$ cat config.mk
export PLATFORM = sky130hd
export DESIGN_NAME = vec_irq_ctrl
export DESIGN_NICKNAME = d
export VERILOG_FILES = /design/src/rtl/vec_irq_pkg.sv /design/src/rtl/vec_irq_ctl.sv /design/src/rtl/vec_irq_dp.sv /design/src/rtl/vec_irq_ctrl.sv
export SDC_FILE = /design/constraint.sdc
export NUM_CORES = 1
export LEC_CHECK = 0
export CAP_MARGIN = 10
export CORE_ASPECT_RATIO = 1.5
export CORE_MARGIN = 3
export CORE_UTILIZATION = 35
export CTS_CLUSTER_SIZE = 8
export DETAILED_ROUTE_END_ITERATION = 8
export GPL_TIMING_DRIVEN = 0
export PLACE_DENSITY = 0.77
export SKIP_CTS_REPAIR_TIMING = 1
export SLEW_MARGIN = 40
export SYNTH_ARGS = -nofsm -noshare
export SYNTH_HDL_FRONTEND = slang
export SYNTH_SLANG_ARGS = --single-unit
$ cat constraint.sdc
create_clock -name clk -period 2.6 [get_ports clk]
set_input_delay 0.39 -clock clk [delete_from_list [all_inputs] [get_ports clk]]
set_output_delay 0.39 -clock clk [all_outputs]
set_load 0.02 [all_outputs]
$ cat src/rtl/vec_irq_pkg.sv
package vec_irq_pkg;
  localparam int NUM_SRC = 5;
  localparam int DW      = 8;
  localparam int AW      = 16;

  typedef struct packed {
    logic               wrFlags;
    logic               wrEnable;
    logic               rdFlags;
    logic               rdEnable;
    logic               meOn;
    logic               meOff;
    logic [NUM_SRC-1:0] clrMask;
  } irqStrobes_t;
endpackage

$ cat src/rtl/vec_irq_ctl.sv
module vec_irq_ctl
  import vec_irq_pkg::*;
#(
  parameter logic [AW-1:0] FLAG_ADDR  = 16'hFF0F,
  parameter logic [AW-1:0] EN_ADDR    = 16'hFFFF,
  parameter logic [AW-1:0] VEC_BASE   = 16'h0040,
  parameter int            VEC_STRIDE = 8
) (
  input  logic [AW-1:0]      busAddr,
  input  logic               busWr,
  input  logic               meSet,
  input  logic               meClr,
  input  logic               irqAck,
  input  logic [NUM_SRC-1:0] activeVec,
  input  logic               meQ,
  output irqStrobes_t        strobes,
  output logic               irqPending,
  output logic [AW-1:0]      irqVector,
  output logic               wake
);
  localparam int IDX_W = $clog2(NUM_SRC);

  logic [IDX_W-1:0]   selIdx;
  logic               anyActive;
  logic [NUM_SRC-1:0] selMask;

  // lowest bit number wins: scan downward so the last hit is the lowest
  always_comb begin
    selIdx  = '0;
    selMask = '0;
    for (int i = NUM_SRC - 1; i >= 0; i--) begin
      if (activeVec[i]) begin
        selIdx  = IDX_W'(i);
        selMask = NUM_SRC'(1) << i;
      end
    end
  end

  assign anyActive  = |activeVec;
  assign wake       = anyActive;
  assign irqPending = anyActive & meQ;
  assign irqVector  = VEC_BASE + AW'(selIdx) * AW'(VEC_STRIDE);

  always_comb begin
    strobes          = '0;
    strobes.rdFlags  = (busAddr == FLAG_ADDR);
    strobes.rdEnable = (busAddr == EN_ADDR);
    strobes.wrFlags  = busWr & strobes.rdFlags;
    strobes.wrEnable = busWr & strobes.rdEnable;
    strobes.meOn     = meSet;
    strobes.meOff    = meClr | irqAck;
    strobes.clrMask  = irqAck ? selMask : '0;
  end
endmodule

$ cat src/rtl/vec_irq_dp.sv
module vec_irq_dp
  import vec_irq_pkg::*;
(
  input  logic               clk,
  input  logic               rstN,
  input  irqStrobes_t        strobes,
  input  logic [NUM_SRC-1:0] srcReq,
  input  logic [DW-1:0]      busWrData,
  output logic [DW-1:0]      busRdData,
  output logic [NUM_SRC-1:0] activeVec,
  output logic [NUM_SRC-1:0] flagQ,
  output logic [DW-1:0]      enQ,
  output logic               meQ
);
  localparam int PAD_W = DW - NUM_SRC;

  logic [NUM_SRC-1:0] flagBase;

  assign flagBase = strobes.wrFlags ? busWrData[NUM_SRC-1:0] : flagQ;

  always_ff @(posedge clk) begin
    if (!rstN) begin
      flagQ <= '0;
      enQ   <= '0;
      meQ   <= 1'b0;
    end else begin
      flagQ <= (flagBase & ~strobes.clrMask) | srcReq;
      if (strobes.wrEnable) enQ <= busWrData;
      if (strobes.meOff)     meQ <= 1'b0;
      else if (strobes.meOn) meQ <= 1'b1;
    end
  end

  assign activeVec = flagQ & enQ[NUM_SRC-1:0];

  always_comb begin
    if (strobes.rdFlags)       busRdData = {{PAD_W{1'b1}}, flagQ};
    else if (strobes.rdEnable) busRdData = enQ;
    else                       busRdData = '0;
  end
endmodule

$ cat src/rtl/vec_irq_ctrl.sv
module vec_irq_ctrl
  import vec_irq_pkg::*;
(
  input  logic               clk,
  input  logic               rstN,
  input  logic [NUM_SRC-1:0] srcReq,
  input  logic [AW-1:0]      busAddr,
  input  logic               busWr,
  input  logic [DW-1:0]      busWrData,
  output logic [DW-1:0]      busRdData,
  input  logic               meSet,
  input  logic               meClr,
  input  logic               irqAck,
  output logic               irqPending,
  output logic [AW-1:0]      irqVector,
  output logic               wake
);
  irqStrobes_t        strobes;
  logic [NUM_SRC-1:0] activeVec;
  logic [NUM_SRC-1:0] flagQ;
  logic [DW-1:0]      enQ;
  logic               meQ;

  vec_irq_ctl u_ctl (
    .busAddr(busAddr), .busWr(busWr), .meSet(meSet), .meClr(meClr),
    .irqAck(irqAck), .activeVec(activeVec), .meQ(meQ), .strobes(strobes),
    .irqPending(irqPending), .irqVector(irqVector), .wake(wake)
  );

  vec_irq_dp u_dp (
    .clk(clk), .rstN(rstN), .strobes(strobes), .srcReq(srcReq),
    .busWrData(busWrData), .busRdData(busRdData), .activeVec(activeVec),
    .flagQ(flagQ), .enQ(enQ), .meQ(meQ)
  );
endmodule

# ---- Word-level counts from Yosys, hierarchy flattened
# Cells that the tools add are included.
dict set report op_classes {
  add_sub_neg 1
  mul 0
  div_mod_pow 0
  magnitude_cmp 0
  eq_ne 2
  n_shift 0
  mux 14
  bitwise_logic 9
  reduce_logical 2
}
# operator count
set op_table {}
lappend op_table {{2-to-1 mux 5 bit} 7}
lappend op_table {{equality test 16 bit (second input constant)} 2}
lappend op_table {{2-to-1 mux 8 bit} 2}
lappend op_table {{2-to-1 mux 3 bit} 5}
lappend op_table {{AND 5 bit} 2}
lappend op_table {{adder 7 x 6 -> 8 bit (first input constant)} 1}
lappend op_table {{NOT 5 bit} 1}
lappend op_table {{OR 5 bit} 1}
lappend op_table {{OR reduction 5 bit} 1}
lappend op_table {{AND 1 bit} 3}
lappend op_table {{OR reduction 2 bit} 1}
lappend op_table {{NOT 1 bit} 1}
lappend op_table {{OR 1 bit} 1}
dict set report totals {
  register_bits 14
  latch_bits 0
  ramBits 0
  romBits 0
  output_inout_bits 26
  elab_cells 31
  mem_count 0
}

# ---- Depth between registers and ports, before layout
dict set report logic_depth {
  word_depth 10
  ltp_mapped 5
  ltp_nobuf 4
}

# ---- By module
# Synthesis repeated with hierarchy kept, for this count alone.
dict set report unflattened {
  cells_unflattened 125
  hier_area_um2 970.9
}
# mod instances cells_each area_per_inst_um2 seq_area_each_um2
set modules_own_cells {}
lappend modules_own_cells {vec_irq_dp 1 80 701.9 280.3}
lappend modules_own_cells {vec_irq_ctl 1 45 269.0 0.0}

# ---- Worst setup path before layout
# No wires, ideal clock.
dict set report synth_path {
  kind {input -> output}
  start {input busAddr[14]}
  end {output busRdData[0]}
  arrival_ps 1530
  required_time_ps 2210
  path_slack_ps 680
  path_stages 4
  path_buffers 0
  path_cell_list {nand4_1 -> or3_1 -> nor2_2 -> a22o_1}
}
dict set report synth_via {
  elab_chain_len 3
  elab_cells_between_ends 4
  cone_classes {2 x eq/ne; 2 x mux}
}
# element line_no
set synth_rtl {}
lappend synth_rtl {{start, declared} vec_irq_ctrl.sv:7} ;# input logic [AW-1:0] busAddr,
lappend synth_rtl {{equality test 16 bit} vec_irq_ctl.sv:47} ;# strobes.rdEnable = (busAddr == EN_ADDR);
lappend synth_rtl {{2-to-1 mux 8 bit} vec_irq_dp.sv:38} ;# else if (strobes.rdEnable) busRdData = enQ;
lappend synth_rtl {{2-to-1 mux 8 bit *} vec_irq_dp.sv:37} ;# if (strobes.rdFlags) busRdData = {{PAD_W{1'b1}}, flagQ};
lappend synth_rtl {{end, declared} vec_irq_ctrl.sv:10} ;# output logic [DW-1:0] busRdData,
# Every way passes the cells marked *; elsewhere a longest branch is shown, timed or not.

# ---- Worst setup path after layout
dict set report layout_path {
  start {input busAddr[12]}
  end {output busRdData[3]}
}
# The elaborated chain is that of the path after synthesis.

==> impl_metrics.json <==
{
  "status": "finished, final reports clean",
  "cts_sinks": 14,
  "nNetsFinal": 222,
  "initial_core_util_pct": 38.22,
  "synthArstFlopShare_pct": 0,
  "grt_pass1_vias": 1094,
  "netlist_area_um2": 978.4,
  "hold_path_startpoint": "u_dp.enQ[5]",
  "drive_gt1_share_pct": 17.74,
  "final_area_um2": 1637,
  "max-vdd-ir-drop_v": 0.0003015,
  "ys_top_cells_by_area": "dfxtp_1 (29%), buf_4 (10%), nand2_1 (10%)",
  "wirelength_um": 2873,
  "cp_common_cell": "buf_4",
  "reg2reg_depth": 4,
  "cpPeakStageDelay_ns": 0.46,
  "syn-mean-instance-area_um2": 8.292,
  "clkLatencyLatePin_ns": 0.28,
  "clock_path_buffers": 2,
  "synth_common_cells": "nand2_1 (26), dfxtp_1 (14), buf_4 (13)",
  "cts-root-buf": "clkbuf_4",
  "drc": 0,
  "cellLeakagePower_uw": 0.0008509,
  "dp_hpwl_um": 2221,
  "ys_seq_area_share_pct": 28.64,
  "r2r-start": "u_dp.flagQ[0]",
  "max_freq_ghz": 0.3876,
  "path_class": "in -> out",
  "tritoncts": "built",
  "antenna_found_initial": 0,
  "post-synth-top-count-cell": "nand2_1",
  "required_ns": 2.21,
  "die_width_um": 49.17,
  "coreArea_um2": 2560,
  "port_buffers": 47,
  "cp-end-kind": "output pin",
  "first_iter_violations": 44,
  "dpl.cell_count": 212,
  "slowest_stage": "clkdlybuf4s50_1",
  "arrival_ns": 2.19,
  "synth_top_cell_area_share_pct": 28.64,
  "die_h_um": 70.76,
  "firstDrtPassIters": 4,
  "clkSlewWorstSetupHoldPaths_ns": 0.09,
  "totalPowerFinal_uw": 518.1,
  "hold_class": "reg -> reg",
  "placed_cell_area_um2": 1535,
  "synth-edff-count": 0,
  "grt_max_degree": 11,
  "vias": 1127,
  "synth-seq-cells": 14,
  "route.antenna.remaining_nets": 0,
  "critPathMaxFanout": 5,
  "clock_skew_ns": 0.002103,
  "area_growth_pct": 67.26,
  "routedWlPerCell_um": 12.94,
  "antennaDiodeCount": 0,
  "yosysTopAreaCell": "dfxtp_1",
  "overflow": 0,
  "crit_chain": "clkdlybuf4s50_1 > nand4_1 > or3_4 > nor2_4 > buf_4 > buf_4 > a22o_1 > buf_2",
  "hold_depth": 2,
  "power.density_nw_per_um2": 316.6,
  "htree_levels": 1,
  "synth_cells": 118,
  "finalMaxSlewViolations": 0,
  "worstSetupStartpointType": "input port",
  "pin_count": 61,
  "timing.final.crit_share_pct": 99.22,
  "synth_ff_type": "dfxtp_1",
  "finalNonFillerCells": 222,
  "die-area_um2": 3479,
  "grt_pass1_wl_um": 4560,
  "cts_inserted_buffers": 3,
  "fp-row-count": 22,
  "hold_violations": 0,
  "gp_congestion": 0.7403,
  "setup.worst_path.start": "busAddr[12]",
  "setup_viol": 0,
  "post_drt_via_cell_ratio": 5.077,
  "grtUsageTotal_pct": 16.25,
  "cap_violations": 0,
  "synth_cell_types": 29,
  "period_needed_ns": 2.580,
  "yosys_warnings": 0
}
state kept, by name (all words and copies together), names as in the netlist:
register	flops
u_dp.enQ	8
u_dp.flagQ	5
u_dp.meQ	1
placed cells by master, fill, tap and decap left out:
master / instances
a41o_1: 2
nor4b_1: 1
clkbuf_4: 3
clkbuf_8: 1
and2_2: 1
and2_1: 4
and2b_1: 1
nor4_4: 1
clkbuf_1: 1
buf_2: 1
conb_1: 13
a22o_1: 5
a41oi_1: 2
buf_6: 2
or3_4: 1
dlymetal6s2s_1: 6
a221o_1: 3
mux2i_1: 8
nand3_1: 4
o2111ai_1: 2
buf_4: 19
a21oi_1: 4
nor2b_1: 1
a21o_1: 3
nor4_1: 1
clkbuf_2: 1
a22oi_1: 3
nand2_1: 26
clkdlybuf4s50_1: 39
nor2_1: 2
nor2_4: 2
nand4_1: 4
dfxtp_1: 14
or4_4: 1
o211ai_1: 4
per-layer routing:
| layer | share of wire (%) | vias to the layer above | global-route usage (%) |
|---|---|---|---|
| met3 | 9.1 | 6 | 4.211 |
| li1 | - | 552 | - |
| met5 | 0 | - | 0 |
| met2 | 54 | 59 | 31.19 |
| met4 | 1.7 | 0 | 4.747 |
| met1 | 35 | 510 | 16.80 |
area by class of cell:
class / instances / area, um^2
Fill cell: 235 / 923.4
Multi-Input combinational cell: 99 / 630.6
Timing Repair Buffer: 53 / 520.5
Sequential cell: 14 / 280.3
Buffer: 16 / 123.9
Tap cell: 36 / 45.04
Clock buffer: 4 / 36.28
critical path: cells and delay by family:
| kind | cells | cell delay (ns) |
|---|---|---|
| AOI/OAI and AO/OA | 1 | 0.13 |
| buffers and inverters | 4 | 0.88 |
| and+or+nand+nor | 3 | 0.77 |
report_power, final:
group	leakage (uW)	switching (uW)	internal, uW	total (uW)
Sequential	0.000115	9.03	222	231
Clock	0.0000210	75.6	85.2	161
Combinational	0.000715	50.2	76.1	126
cell families (layout without fill, tap and decap cells):
logic type	count (synthesis)	after routing	share of synthesized area [%]
buffers and inverters	16	73	12.66
DFF	14	14	28.64
AOI/OAI and AO/OA	28	28	22.89
other	2	13	0.7675
muxes	8	8	8.184
and+or+nand+nor	50	50	26.86
metrics by stage:
| stage | setup WS [ns] | TNS (ns) | utilization, % | hold WS (ns) |
|---|---|---|---|---|
| final | 0.02028 | 0 | 63.93 | 0.4696 |
| after CTS | -0.4746 | -3.610 | 61.39 | 0.4701 |
| after detailed placement | -0.4696 | -3.518 | 59.97 | 0.4582 |
| after floorplan | 0.6798 | 0 | - | 0.4386 |
| after global placement | -0.4551 | -3.380 | 59.97 | 0.4454 |
| after global routing | -0.05340 | -0.1213 | 63.93 | 0.5013 |
path summary, 6_finish.rpt:
check,slack (ns),endpoint
setup reg to reg,1.16,u_dp.flagQ[3]
hold / removal,0.47,u_dp.enQ[5]
setup / recovery,0.02,busRdData[3]
hold reg to reg,0.47,u_dp.enQ[5]
Note: power is estimated with default switching activity, not from simulation.
